$ cat src/rtl/swload_pkg.sv
package swload_pkg;
  localparam int RIDX_W = 5;
  localparam int INSN_W = 32;

  localparam logic [5:0] OPC_DISP = 6'd58;
  localparam logic [5:0] OPC_EXT  = 6'd31;
  localparam logic [1:0] SUB_WORD = 2'd2;
  localparam logic [9:0] XO_IDX   = 10'd341;
  localparam logic [9:0] XO_UPD   = 10'd373;

  typedef enum logic [1:0] {
    ST_IDLE,
    ST_REQ,
    ST_WAIT,
    ST_WB
  } ld_state_e;
endpackage

$ cat src/rtl/swload_sext.sv
module swload_sext #(
  parameter int IN_W  = 32,
  parameter int OUT_W = 64
) (
  input  logic [IN_W-1:0]  din,
  output logic [OUT_W-1:0] dout
);
  generate
    if (OUT_W > IN_W) begin : g_widen
      assign dout = {{(OUT_W-IN_W){din[IN_W-1]}}, din};
    end else begin : g_same
      assign dout = din[OUT_W-1:0];
    end
  endgenerate
endmodule

$ cat src/rtl/swload_decode.sv
module swload_decode
  import swload_pkg::*;
(
  input  logic [INSN_W-1:0] insn,
  output logic              is_disp,
  output logic              is_upd,
  output logic              illegal,
  output logic              invalid,
  output logic              zero_base,
  output logic [RIDX_W-1:0] rt,
  output logic [RIDX_W-1:0] ra,
  output logic [RIDX_W-1:0] rb,
  output logic [13:0]       ds
);
  logic [5:0] opc;
  logic [1:0] sub;
  logic [9:0] xo;
  logic       is_idx;

  assign opc = insn[31:26];
  assign sub = insn[1:0];
  assign xo  = insn[10:1];
  assign rt  = insn[25:21];
  assign ra  = insn[20:16];
  assign rb  = insn[15:11];
  assign ds  = insn[15:2];

  always_comb begin
    is_disp = (opc == OPC_DISP) && (sub == SUB_WORD);
    is_idx  = (opc == OPC_EXT) && (xo == XO_IDX);
    is_upd  = (opc == OPC_EXT) && (xo == XO_UPD);
    illegal = !(is_disp || is_idx || is_upd);
    invalid = is_upd && ((ra == '0) || (ra == rt));
    zero_base = !is_upd && (ra == '0);
  end
endmodule

$ cat src/rtl/swload_agen.sv
module swload_agen #(
  parameter int XLEN = 64
) (
  input  logic            is_disp,
  input  logic            zero_base,
  input  logic [13:0]     ds,
  input  logic [XLEN-1:0] a_data,
  input  logic [XLEN-1:0] b_data,
  output logic [XLEN-1:0] ea
);
  logic [XLEN-1:0] disp_ext;
  logic [XLEN-1:0] base;
  logic [XLEN-1:0] offs;

  swload_sext #(.IN_W(16), .OUT_W(XLEN)) u_disp_ext (
    .din  ({ds, 2'b00}),
    .dout (disp_ext)
  );

  always_comb begin
    base = zero_base ? '0 : a_data;
    offs = is_disp ? disp_ext : b_data;
    ea   = base + offs;
  end
endmodule

$ cat src/rtl/swload_ctrl.sv
module swload_ctrl
  import swload_pkg::*;
#(
  parameter int XLEN   = 64,
  parameter int WORD_W = 32
) (
  input  logic              clk,
  input  logic              rst_n,
  input  logic              insn_valid,
  output logic              insn_ready,
  input  logic              d_upd,
  input  logic              d_illegal,
  input  logic              d_invalid,
  input  logic [RIDX_W-1:0] d_rt,
  input  logic [RIDX_W-1:0] d_ra,
  input  logic [XLEN-1:0]   ea_in,
  output logic              mem_req_valid,
  input  logic              mem_req_ready,
  output logic [XLEN-1:0]   ea_out,
  input  logic              mem_rsp_valid,
  input  logic [WORD_W-1:0] mem_rsp_data,
  output logic [WORD_W-1:0] word_out,
  output logic              wb_dst_en,
  output logic [RIDX_W-1:0] wb_dst_idx,
  output logic              wb_base_en,
  output logic [RIDX_W-1:0] wb_base_idx,
  output logic              done,
  output logic              illegal,
  output logic              invalid_form
);
  ld_state_e         state;
  logic [XLEN-1:0]   ea_q;
  logic [WORD_W-1:0] word_q;
  logic [RIDX_W-1:0] rt_q, ra_q;
  logic              upd_q, ill_q, inv_q;
  logic              in_wb, ok;

  always_ff @(posedge clk or negedge rst_n) begin
    if (!rst_n) begin
      state  <= ST_IDLE;
      ea_q   <= '0;
      word_q <= '0;
      rt_q   <= '0;
      ra_q   <= '0;
      upd_q  <= 1'b0;
      ill_q  <= 1'b0;
      inv_q  <= 1'b0;
    end else begin
      case (state)
        ST_IDLE: if (insn_valid) begin
          rt_q  <= d_rt;
          ra_q  <= d_ra;
          upd_q <= d_upd;
          ill_q <= d_illegal;
          inv_q <= d_invalid;
          ea_q  <= ea_in;
          state <= (d_illegal || d_invalid) ? ST_WB : ST_REQ;
        end
        ST_REQ: if (mem_req_ready) state <= ST_WAIT;
        ST_WAIT: if (mem_rsp_valid) begin
          word_q <= mem_rsp_data;
          state  <= ST_WB;
        end
        default: state <= ST_IDLE;
      endcase
    end
  end

  always_comb begin
    in_wb         = (state == ST_WB);
    ok            = !ill_q && !inv_q;
    insn_ready    = (state == ST_IDLE);
    mem_req_valid = (state == ST_REQ);
    ea_out        = ea_q;
    word_out      = word_q;
    done          = in_wb;
    wb_dst_en     = in_wb && ok;
    wb_base_en    = in_wb && ok && upd_q;
    wb_dst_idx    = rt_q;
    wb_base_idx   = ra_q;
    illegal       = in_wb && ill_q;
    invalid_form  = in_wb && inv_q;
  end


  req_hold_chk: assert property (@(posedge clk) disable iff (!rst_n)
    mem_req_valid && !mem_req_ready |=> mem_req_valid && $stable(ea_out));


  done_pulse_chk: assert property (@(posedge clk) disable iff (!rst_n)
    done |=> !done && insn_ready);


  busy_after_take_chk: assert property (@(posedge clk) disable iff (!rst_n)
    insn_valid && insn_ready |=> !insn_ready);


  reject_quiet_chk: assert property (@(posedge clk) disable iff (!rst_n)
    insn_valid && insn_ready && (d_illegal || d_invalid)
      |=> done && !mem_req_valid && !wb_dst_en && !wb_base_en);


  base_pair_chk: assert property (@(posedge clk) disable iff (!rst_n)
    wb_base_en |-> wb_dst_en && (wb_base_idx != wb_dst_idx));
endmodule

$ cat src/rtl/swload_unit.sv
module swload_unit
  import swload_pkg::*;
#(
  parameter int XLEN   = 64,
  parameter int WORD_W = 32
) (
  input  logic              clk,
  input  logic              rst_n,
  input  logic              insn_valid,
  output logic              insn_ready,
  input  logic [INSN_W-1:0] insn,
  output logic [RIDX_W-1:0] rf_a_idx,
  input  logic [XLEN-1:0]   rf_a_data,
  output logic [RIDX_W-1:0] rf_b_idx,
  input  logic [XLEN-1:0]   rf_b_data,
  output logic              mem_req_valid,
  input  logic              mem_req_ready,
  output logic [XLEN-1:0]   mem_req_addr,
  input  logic              mem_rsp_valid,
  input  logic [WORD_W-1:0] mem_rsp_data,
  output logic              wb_dst_en,
  output logic [RIDX_W-1:0] wb_dst_idx,
  output logic [XLEN-1:0]   wb_dst_data,
  output logic              wb_base_en,
  output logic [RIDX_W-1:0] wb_base_idx,
  output logic [XLEN-1:0]   wb_base_data,
  output logic              done,
  output logic              illegal,
  output logic              invalid_form
);
  logic              d_disp, d_upd, d_ill, d_inv, d_zero;
  logic [RIDX_W-1:0] d_rt, d_ra, d_rb;
  logic [13:0]       d_ds;
  logic [XLEN-1:0]   ea;
  logic [XLEN-1:0]   ea_q;
  logic [WORD_W-1:0] word_q;

  swload_decode u_dec (
    .insn      (insn),
    .is_disp   (d_disp),
    .is_upd    (d_upd),
    .illegal   (d_ill),
    .invalid   (d_inv),
    .zero_base (d_zero),
    .rt        (d_rt),
    .ra        (d_ra),
    .rb        (d_rb),
    .ds        (d_ds)
  );

  assign rf_a_idx = d_ra;
  assign rf_b_idx = d_rb;

  swload_agen #(.XLEN(XLEN)) u_agen (
    .is_disp   (d_disp),
    .zero_base (d_zero),
    .ds        (d_ds),
    .a_data    (rf_a_data),
    .b_data    (rf_b_data),
    .ea        (ea)
  );

  swload_ctrl #(.XLEN(XLEN), .WORD_W(WORD_W)) u_ctrl (
    .clk           (clk),
    .rst_n         (rst_n),
    .insn_valid    (insn_valid),
    .insn_ready    (insn_ready),
    .d_upd         (d_upd),
    .d_illegal     (d_ill),
    .d_invalid     (d_inv),
    .d_rt          (d_rt),
    .d_ra          (d_ra),
    .ea_in         (ea),
    .mem_req_valid (mem_req_valid),
    .mem_req_ready (mem_req_ready),
    .ea_out        (ea_q),
    .mem_rsp_valid (mem_rsp_valid),
    .mem_rsp_data  (mem_rsp_data),
    .word_out      (word_q),
    .wb_dst_en     (wb_dst_en),
    .wb_dst_idx    (wb_dst_idx),
    .wb_base_en    (wb_base_en),
    .wb_base_idx   (wb_base_idx),
    .done          (done),
    .illegal       (illegal),
    .invalid_form  (invalid_form)
  );

  swload_sext #(.IN_W(WORD_W), .OUT_W(XLEN)) u_data_ext (
    .din  (word_q),
    .dout (wb_dst_data)
  );

  assign mem_req_addr = ea_q;
  assign wb_base_data = ea_q;


  rsp_capture_chk: assert property (@(posedge clk) disable iff (!rst_n)
    mem_rsp_valid && !insn_ready && !mem_req_valid && !done
      |=> wb_dst_data[WORD_W-1:0] == $past(mem_rsp_data));


  no_fault_chk: assert property (@(posedge clk) disable iff (!rst_n)
    mem_req_valid && mem_req_ready |=> !illegal && !invalid_form);
endmodule

$ cat config.mk
export PLATFORM = sky130hd
export DESIGN_NAME = swload_unit
export DESIGN_NICKNAME = d
export VERILOG_FILES = /design/src/rtl/swload_pkg.sv /design/src/rtl/swload_sext.sv /design/src/rtl/swload_decode.sv /design/src/rtl/swload_agen.sv /design/src/rtl/swload_ctrl.sv /design/src/rtl/swload_unit.sv
export SDC_FILE = /design/constraint.sdc
export NUM_CORES = 1
export LEC_CHECK = 0
export ABC_AREA = 1
export BUFFER_PORTS_ARGS = -buffer_cell sky130_fd_sc_hd__clkbuf_2
export CORE_MARGIN = 3
export CORE_UTILIZATION = 40
export CTS_CLUSTER_SIZE = 8
export DETAILED_ROUTE_END_ITERATION = 8
export PLACE_DENSITY = 0.66
export RECOVER_POWER = 25
export SYNTH_ARGS = -nofsm -noshare
export SYNTH_HDL_FRONTEND = slang
export SYNTH_SLANG_ARGS = --single-unit
$ cat constraint.sdc
create_clock -name clk -period 2 [get_ports clk]
set_input_delay 0.4 -clock clk [delete_from_list [all_inputs] [get_ports clk]]
set_output_delay 0.4 -clock clk [all_outputs]
set_load 0.01 [all_outputs]
==> results.json, run 1 <==
{
  "grt_pass1_vias": 13900,
  "clk_pin_slew_ps": 100,
  "wl_met3_mm": 3.61,
  "clk_latency_ps": 370,
  "cp_max_fo": 6,
  "synthesis.nets": 2344,
  "end_kind": "flop",
  "dr_total_vias": 14900,
  "drt_pre_antenna_iters": 7,
  "rr_startpoint": "u_ctrl.state[1]",
  "yosys_warnings": 0,
  "p_sw_w": 0.00764,
  "switching_share_pct": 47.7,
  "routed.top_layer": "met4",
  "port_buffers": 415,
  "p_leak_nw": 11.3,
  "final_hold_viol_count": 0,
  "synth.most_common_cell": "nand2_1",
  "area_delta_synth_final_pct": 64.6,
  "skew_ps": 14.0,
  "track_usage_pct": 29.7,
  "startpoint_type": "primary input",
  "synth_flop_cell": "dfrtp_1",
  "relSlewSlack_pct": 44.4,
  "rsz0062_at_grt": "true",
  "cts.sinks": 111,
  "rows": 63,
  "hold_class": "primary input to flop",
  "wl_met2_mm": 26.4,
  "nets": 2887,
  "fillers": 2521,
  "antenna_found_initial": 0,
  "yosys.area.top_type_share_pct": 26.1,
  "hold_end": "u_ctrl.word_out[19]",
  "drv_slew": 0,
  "min_period_ps": 2850,
  "drcViolationCount": 0,
  "synth.yosys.seq_area_share_pct": 23.0,
  "synthCells": 2079,
  "synth_edf_count": 0,
  "min_from": "mem_rsp_data[19]",
  "io_pins": 416,
  "dieArea_um2": 32400,
  "overflow": 0,
  "layout-drive-gt1-share_pct": 52.5,
  "grt_max_degree": 111,
  "dp_hpwl_mm": 38.3,
  "ant_nets": 0,
  "ys_types": 37,
  "clockRootBuffer": "clkbuf_16",
  "synth_top_cell_by_area": "nand2_1",
  "reg2reg_to": "u_ctrl.ea_out[44]",
  "setup_tns_ps": -44100,
  "dp_slack_ps": -1350,
  "cts_tree": "done",
  "ir_drop_mv": 0.549,
  "ys_ff_latch": 111,
  "internal_power_w": 0.00838,
  "cap_violations": 0,
  "max_freq_mhz": 351,
  "r2r_setup_slack_ps": 150,
  "power_density_nw_per_um2": 804,
  "die_w_um": 180,
  "drtIter0Drc": 992,
  "die_y_um": 180,
  "layout_setup_ws_ps": -852,
  "synthTopCellsByCount": "nand2_1 (840), inv_1 (401), nor2_1 (174)",
  "wire_per_inst_um": 18.1,
  "power_frac_clock_pct": 12.1,
  "violations": "negative setup slack",
  "worstPathRequired_ps": 2270,
  "async_flop_share_pct": 100,
  "rr_worst_depth": 7,
  "cp.arrival_ps": 3120,
  "hold_path_depth": 2,
  "via_per_inst": 4.93,
  "core_um2": 29700,
  "worst-setup-path-type": "primary input to flop",
  "grt_pass1_wl_mm": 76.3,
  "clk_path_buf_depth": 2,
  "finalCritPeriodShare_pct": 143,
  "avgSynthCellArea_um2": 5.82,
  "routed_wirelength_mm": 54.6,
  "worst-slew-pin-transition_ps": 834,
  "met1Wirelength_mm": 22.4,
  "htree_num_levels": 3,
  "diodes": 0,
  "synthTopCellsByArea": "nand2_1 (26%), dfrtp_1 (23%), inv_1 (12%), ha_1 (6.9%), buf_4 (6.6%)",
  "start_util_pct": 40.7,
  "p_seq_share_pct": 27.0,
  "gp_congestion": 0.907,
  "setup_viol_count_final": 62,
  "cts_buffers": 9,
  "status": "complete, but fails checks",
  "netlist_area_um2": 12100,
  "comb_power_share_pct": 60.9
}
==> layout make-up <==
| class | instances | area [µm²] | area share, % |
|---|---|---|---|
| Timing Repair Buffer | 675 | 4620 | 23.2 |
| Inverter | 407 | 1550 | 7.80 |
| Sequential cell | 111 | 2780 | 13.9 |
| Multi-Input combinational cell | 1418 | 10200 | 51.1 |
| Tap cell | 390 | 488 | 2.45 |
| Clock buffer | 9 | 225 | 1.13 |
| Clock inverter | 7 | 70.1 | 0.352 |
==> how the worst max path moves through the flow <==
| stage | from | endpoint | cells past startpoint |
|---|---|---|---|
| after CTS | insn[26] | u_ctrl.ea_out[46] | 22 |
| after detailed placement | insn[16] | u_ctrl.ea_out[46] | 23 |
| after floorplan | insn[19] | u_ctrl.ea_out[56] | 17 |
| after global routing | insn[4] | u_ctrl.ea_out[58] | 22 |
| final | insn[2] | u_ctrl.ea_out[20] | 20 |
| after global placement | insn[16] | u_ctrl.ea_out[46] | 23 |
==> cell families (layout without fill, tap and decap cells) <==
logic type / after synthesis / count (layout) / share of synthesized area [%]
AO/OA/AOI/OAI: 95 / 95 / 4.04
buffers and inverters: 550 / 1098 / 20.5
adder cells (fa/ha/maj): 68 / 68 / 7.09
XOR/XNOR: 30 / 30 / 2.17
AND/OR/NAND/NOR: 1193 / 1193 / 40.3
flip-flops: 111 / 111 / 23.0
multiplexers: 32 / 32 / 2.98
==> registers in the layout, summed over array words and instances (netlist names) <==
register,flops
u_ctrl.wb_base_idx,5
u_ctrl.word_out,32
u_ctrl.upd_q,1
u_ctrl.ea_out,64
u_ctrl.wb_dst_idx,5
u_ctrl.state,2
u_ctrl.inv_q,1
u_ctrl.ill_q,1
==> cells in the final DEF, fill, tap and decap left out, types with 59 or more instances in the layout <==
cell type | synthesis | routed
nand2_1 | 840 | 577
clkbuf_2 | 0 | 402
inv_1 | 401 | 333
nand2_2 | 16 | 200
buf_4 | 107 | 175
dfrtp_1 | 111 | 111
nor2_4 | 2 | 79
nand2_4 | 0 | 72
inv_2 | 3 | 66
nand3_1 | 89 | 62
buf_6 | 0 | 60
ha_4 | 0 | 59
==> layer usage <==
metal / global-route usage [%] / vias to the layer above
li1: - / 7204
met1: 40.3 / 6879
met2: 50.3 / 653
met3: 3.60 / 130
met4: 7.58 / 0
met5: 0 / -
==> power by group through the flow <==
stage / clock network [W] / registers (W) / logic, W
2_1_floorplan: 0 / 0.00459 / 0.00502
3_3_place_gp: 0 / 0.00429 / 0.00811
3_5_place_dp: 0 / 0.00434 / 0.00820
4_1_cts: 0.00196 / 0.00431 / 0.00893
5_1_grt: 0.00203 / 0.00445 / 0.0105
6_report: 0.00194 / 0.00433 / 0.00975
==> critical path, cell delays in order <==
cell and delay (ps):
buf_6 90, inv_2 50, nand4_1 140, nor2_2 160, nand3_2 150, nand2_4 150
clkinv_8 90, buf_12 140, buf_16 160, nor2_4 100, ha_4 230, buf_6 130
nand3_4 80, nand3_4 130, buf_4 170, nand4_1 90, nand3_2 140, or2_2 300
nand3_1 110, nand2_1 70
==> what timing repair did <==
item / 4_1_cts / 5_1_grt
gates resized for setup: 406 / 451
pin swaps: 84 / 145
hold buffers: 1 / 0
buffers inserted: 37 / 29
endpoints found under the hold margin: 7 / 0
endpoints found under the setup margin: 63 / 64
cloned: 8 / 2
==> stage by stage <==
| stage | std cells | area, µm² | total power (W) | utilization (%) | hold WS, ps |
|---|---|---|---|---|---|
| finish | 3017 | 19900 | 0.0160 | 67.0 | 251 |
| detailed placement | 2932 | 15600 | 0.0125 | 52.5 | 254 |
| global placement | 2932 | 15600 | 0.0124 | 52.5 | 255 |
| floorplan | 2079 | 12500 | 0.00961 | - | 104 |
| CTS | 2994 | 18100 | 0.0152 | 60.9 | 243 |
| global route | 3017 | 19900 | 0.0170 | 67.0 | 252 |
Note: power is estimated with default switching activity, not from simulation.
==> inputs of run 2 (changes only) <==
- PLACE_DENSITY: 0.66 -> default
- PLACE_DENSITY_LB_ADDON: default -> 0.25
==> results.json, run 2 (synthesis results as in run 1) <==
{
  "relSlewSlack_pct": -10.5,
  "cts.sinks": 111,
  "ant_nets": 0,
  "min_period_ps": 2700,
  "layout-drive-gt1-share_pct": 44.6,
  "worstPathRequired_ps": 2270,
  "layout_setup_ws_ps": -705,
  "grt_pass1_vias": 13300,
  "cts_tree": "done",
  "htree_num_levels": 3,
  "via_per_inst": 4.67,
  "drcViolationCount": 0,
  "grt_max_degree": 112,
  "start_util_pct": 40.7,
  "drt_pre_antenna_iters": 5,
  "max_freq_mhz": 370,
  "setup_tns_ps": -33380,
  "die_y_um": 180,
  "final_core_util_pct": 61.7,
  "track_usage_pct": 28.5,
  "layout_common_cells": "nand2_1 (692), clkbuf_2 (411), inv_1 (369), buf_4 (198), nand2_2 (128)",
  "clk_latency_ps": 380,
  "grt_pass1_wl_mm": 73.1,
  "p_leak_nw": 10.8,
  "largest_reg_flops": 64,
  "gp_congestion": 0.919,
  "rsz0062_at_grt": "true",
  "die_w_um": 180,
  "drv_slew": 112,
  "dr_total_vias": 14000,
  "dp_hpwl_mm": 37.9,
  "setup_viol_count_final": 62,
  "overflow": 0,
  "hold_class": "primary input to flop",
  "rows": 63,
  "wire_per_inst_um": 16.1,
  "cts_buffers": 9,
  "port_buffers": 415,
  "clockRootBuffer": "clkbuf_16",
  "nets": 2860,
  "status": "complete, but fails checks",
  "clk_path_buf_depth": 2,
  "final_cells": 2992,
  "clk_pin_slew_ps": 90,
  "io_pins": 416,
  "finalCritPeriodShare_pct": 135,
  "startpoint_type": "primary input",
  "antenna_found_initial": 2,
  "power_density_nw_per_um2": 830,
  "final_hold_viol_count": 0,
  "dp_cells": 2934,
  "ir_drop_mv": 0.431,
  "postCtsHoldBufs": 0,
  "cp.arrival_ps": 2970,
  "cp_max_fo": 6,
  "final_common_cell": "nand2_1",
  "hold_ws_ps": 261,
  "violations": "max-capacitance violations, max-slew violations, negative setup slack",
  "end_kind": "flop",
  "drtIter0Drc": 878,
  "worst-slew-pin-transition_ps": 1660,
  "skew_ps": 22.4,
  "cap_violations": 1,
  "routed_wirelength_mm": 48.2,
  "core_um2": 29700,
  "area_delta_synth_final_pct": 51.5,
  "dieArea_um2": 32400,
  "worst-setup-path-type": "primary input to flop"
}
run 2: power breakdown:
| group | switching, W | internal (W) | total (W) | leakage (nW) |
|---|---|---|---|---|
| registers | 0.000926 | 0.00334 | 0.00427 | 1.36 |
| clock network | 0.00103 | 0.000890 | 0.00192 | 0.145 |
| logic | 0.00518 | 0.00385 | 0.00903 | 9.32 |
run 2: what timing repair did:
| item | in CTS | in global routing |
|---|---|---|
| cloned | 5 | 1 |
| endpoints found under the setup margin | 63 | 66 |
| setup buffers | 30 | 13 |
| resized for setup | 339 | 181 |
| pin swaps | 74 | 32 |
run 2: final timing paths:
kind | startpoint | end | slack [ps] | cells past startpoint
min in group asynchronous | rst_n | u_ctrl.ea_out[4] | 550 | 2
worst min-delay path | mem_rsp_data[2] | u_ctrl.word_out[2] | 260 | 2
worst max-delay path | insn[4] | u_ctrl.ea_out[46] | -700 | 24
max in group asynchronous | rst_n | u_ctrl.state[1] | 340 | 2
worst min register to register | u_ctrl.wb_base_idx[2] | u_ctrl.wb_base_idx[2] | 480 | 2
worst max register to register | u_ctrl.state[0] | u_ctrl.state[0] | 200 | 10
run 2: layout make-up:
class,instances,area (µm²)
inverters,407,1540
clock buffers,9,225
multi-input cells,1418,9090
fillers,2868,11400
repair buffers,648,4130
clock inverters,7,71.3
flip-flops and latches,111,2780
diodes,2,5.00
well taps,390,488
run 2: metal layers:
metal	part of all wire [%]	global-route usage, %
met2	47	47.0
met4	2.5	8.60
met5	0	0
met3	6.0	4.49
met1	45	38.5
run 2: worst max-delay path, stage by stage:
cell      delay (ps)
clkbuf_2          90
inv_2             50
nand4_1          100
nor2_1           160
nand3_2          130
nand2_4          120
inv_8             70
buf_12           150
buf_16           140
buf_4            140
nor2_4           120
ha_4             240
nand2_4           80
buf_6            100
inv_2             40
nand2_2           50
nand2_2           60
a21oi_2          150
nand2_2          130
buf_4            150
inv_1             60
nand3_1           80
nand3_1           90
nand2_1           50
run 2: metrics by stage:
step | total power, W | area (µm²) | setup slack, ps
floorplan | 0.00961 | 12500 | -524
global route | 0.0163 | 18300 | -885
CTS | 0.0150 | 17500 | -666
global placement | 0.0123 | 15600 | -1250
detailed placement | 0.0125 | 15600 | -1230
finish | 0.0152 | 18300 | -705
==> inputs of run 3 (changes only) <==
- ABC_AREA: 1 -> default
- CTS_CLUSTER_DIAMETER: default -> 80
==> results.json, run 3 <==
{
  "synth.most_common_cell": "nand2_1",
  "final_core_util_pct": 66.0,
  "drcViolationCount": 0,
  "hold_ws_ps": 196,
  "globalRouteMet3Util_pct": 4.26,
  "cp.arrival_ps": 4230,
  "startpoint_type": "primary input",
  "grt_pass1_vias": 10200,
  "gp_congestion": 0.874,
  "setup_viol_count_final": 63,
  "synthTopCellsByCount": "nand2_1 (151), dfrtp_1 (111), buf_4 (106)",
  "track_usage_pct": 25.0,
  "yosys_warnings": 0,
  "largest_reg_flops": 64,
  "fillers": 1965,
  "cts_tree": "done",
  "grtUsageMet2_pct": 45.6,
  "reg2reg_to": "u_ctrl.ea_out[60]",
  "grt_max_degree": 53,
  "synth.yosys.seq_area_share_pct": 28.9,
  "cp_max_fo": 10,
  "clk_latency_ps": 360,
  "port_buffers": 415,
  "htree_num_levels": 3,
  "nets": 2000,
  "cts_buffers": 9,
  "layout_setup_ws_ps": -1980,
  "status": "complete, but fails checks",
  "netlist_area_um2": 9620,
  "clk_path_buf_depth": 2,
  "grt_pass1_wl_mm": 52.7,
  "ir_drop_mv": 0.920,
  "p_leak_nw": 8.16,
  "hold_class": "primary input to async pin",
  "core_um2": 23500,
  "async_flop_share_pct": 100,
  "cts.sinks": 111,
  "worst-slew-pin-transition_ps": 1020,
  "max_freq_mhz": 251,
  "start_util_pct": 40.9,
  "rr_worst_depth": 7,
  "r2r_setup_slack_ps": 170,
  "drtIter0Drc": 451,
  "clk_pin_slew_ps": 90,
  "use_met1_pct": 30.7,
  "skew_ps": 11.8,
  "rows": 56,
  "avgSynthCellArea_um2": 8.39,
  "final_hold_viol_count": 0,
  "end_kind": "flop",
  "dieArea_um2": 25900,
  "rr_startpoint": "u_ctrl.state[0]",
  "overflow": 0,
  "die_y_um": 161,
  "synth_edf_count": 0,
  "area_delta_synth_final_pct": 61.5,
  "relSlewSlack_pct": 32.2,
  "worstPathRequired_ps": 2250,
  "ys_types": 67,
  "violations": "negative setup slack",
  "ant_nets": 0,
  "dr_total_vias": 10400,
  "min_period_ps": 3980,
  "routed_wirelength_mm": 35.6,
  "synthCells": 1147,
  "synth_flop_cell": "dfrtp_1",
  "via_per_inst": 5.06,
  "die_w_um": 161,
  "drv_slew": 0,
  "synth_top_cell_by_area": "dfrtp_1",
  "cap_violations": 0,
  "synthTopCellsByArea": "dfrtp_1 (29%), ha_1 (8.7%), buf_4 (8.3%), a21o_1 (7.2%), nand2_1 (5.9%)",
  "wire_per_inst_um": 17.3,
  "finalCritPeriodShare_pct": 199,
  "power_density_nw_per_um2": 921,
  "clockRootBuffer": "clkbuf_16",
  "synthesis.nets": 1412,
  "busiest_layer": "met2",
  "rsz0062_at_grt": "true",
  "final_common_cell": "clkbuf_2",
  "worst-setup-path-type": "primary input to flop",
  "io_pins": 416,
  "layout-drive-gt1-share_pct": 57.3,
  "ys_ff_latch": 111,
  "antenna_found_initial": 4,
  "drt_pre_antenna_iters": 5,
  "dp_hpwl_mm": 27.3,
  "yosys.area.top_type_share_pct": 28.9,
  "layout_common_cells": "clkbuf_2 (410), buf_4 (262), nand2_1 (145), dfrtp_1 (111), a21o_1 (92)"
}
## run 3: cell types whose count changed in the layout (fill, tap and decap cells not counted), sizes merged, moves of 9 or more
cell / delta
a211oi: +10
a21o: +92
a21oi: +27
and2: +9
buf: +93
inv: -383
mux2: +14
nand2: -705
nand3: -84
nor2: -149
nor2b: +65
o21ai: +50
xor2: +25
## run 3: power by group
group / internal, W / switching, W / total, W
Combinational: 0.00390 / 0.00437 / 0.00827
Clock: 0.000918 / 0.00100 / 0.00192
Sequential: 0.00332 / 0.000802 / 0.00412
Total: 0.00814 / 0.00618 / 0.0143
## run 3: worst max path at each step
stage / from / to / slack [ps] / depth (start not counted)
after global routing: insn[16] / u_ctrl.ea_out[45] / -2130 / 19
after detailed placement: insn[29] / u_ctrl.ea_out[58] / -2470 / 16
final: insn[16] / u_ctrl.ea_out[45] / -1980 / 20
after global placement: insn[29] / u_ctrl.ea_out[58] / -2380 / 17
after floorplan: insn[29] / u_ctrl.ea_out[56] / -2070 / 17
after CTS: insn[16] / u_ctrl.ea_out[56] / -1870 / 19
## run 3: kinds of logic after synthesis
logic type | share of synthesized area (%)
adder cells (fa/ha/maj) | 8.92
XOR/XNOR | 5.55
flip-flops | 28.9
AND/OR/NAND/NOR | 17.7
multiplexers | 5.49
buffers and inverters | 11.3
AO/OA/AOI/OAI | 22.2
## run 3: layout make-up
cell class	count	area, µm²	area share [%]
Sequential cell	111	2780	17.9
Timing Repair Buffer	737	4840	31.2
Tap cell	319	399	2.57
Clock buffer	10	239	1.54
Inverter	22	82.6	0.531
Antenna cell	3	7.51	0.0483
Clock inverter	6	62.6	0.403
Multi-Input combinational cell	854	7130	45.9
## run 3: repair_timing
action	CTS	global route
buffers inserted	16	41
gates resized for setup	130	175
endpoints found under the hold margin	0	0
pin swaps	50	82
endpoints found under the setup margin	64	64
hold buffers	0	0
gates cloned	0	1
## run 3: per-layer routing
| metal | routed length [µm] | vias up |
|---|---|---|
| li1 | - | 5100 |
| met1 | 14200 | 4957 |
| met2 | 18500 | 334 |
| met3 | 2030 | 50 |
| met4 | 794 | 2 |
| met5 | 11 | - |
## run 3: through the flow
step                      power [W]  instance area (µm²)  worst slack [ps]  std cells  setup TNS [ps]
final                        0.0143                15500             -1980       2062          -91880
after global routing         0.0153                15500             -2130       2062         -101080
after CTS                    0.0140                14500             -1870       2018          -84910
after detailed placement     0.0117                13500             -2470       1990         -119700
after global placement       0.0116                13500             -2380       1990         -117330
after floorplan             0.00917                10000             -2070       1147          -87480
## run 3: critical path, stage by stage
cell and delay [ps]:
buf_6 90, or4_4 530, nor2_4 150, and2_4 190, buf_12 160, buf_12 160, nor2b_4 50, ha_4 290
buf_6 130, a21oi_2 50, o21ai_2 220, buf_6 140, o211ai_1 180, and3_4 240, o2111a_2 280, o41ai_4 460
buf_4 180, a21oi_2 50, xor2_1 190, o21ai_1 80
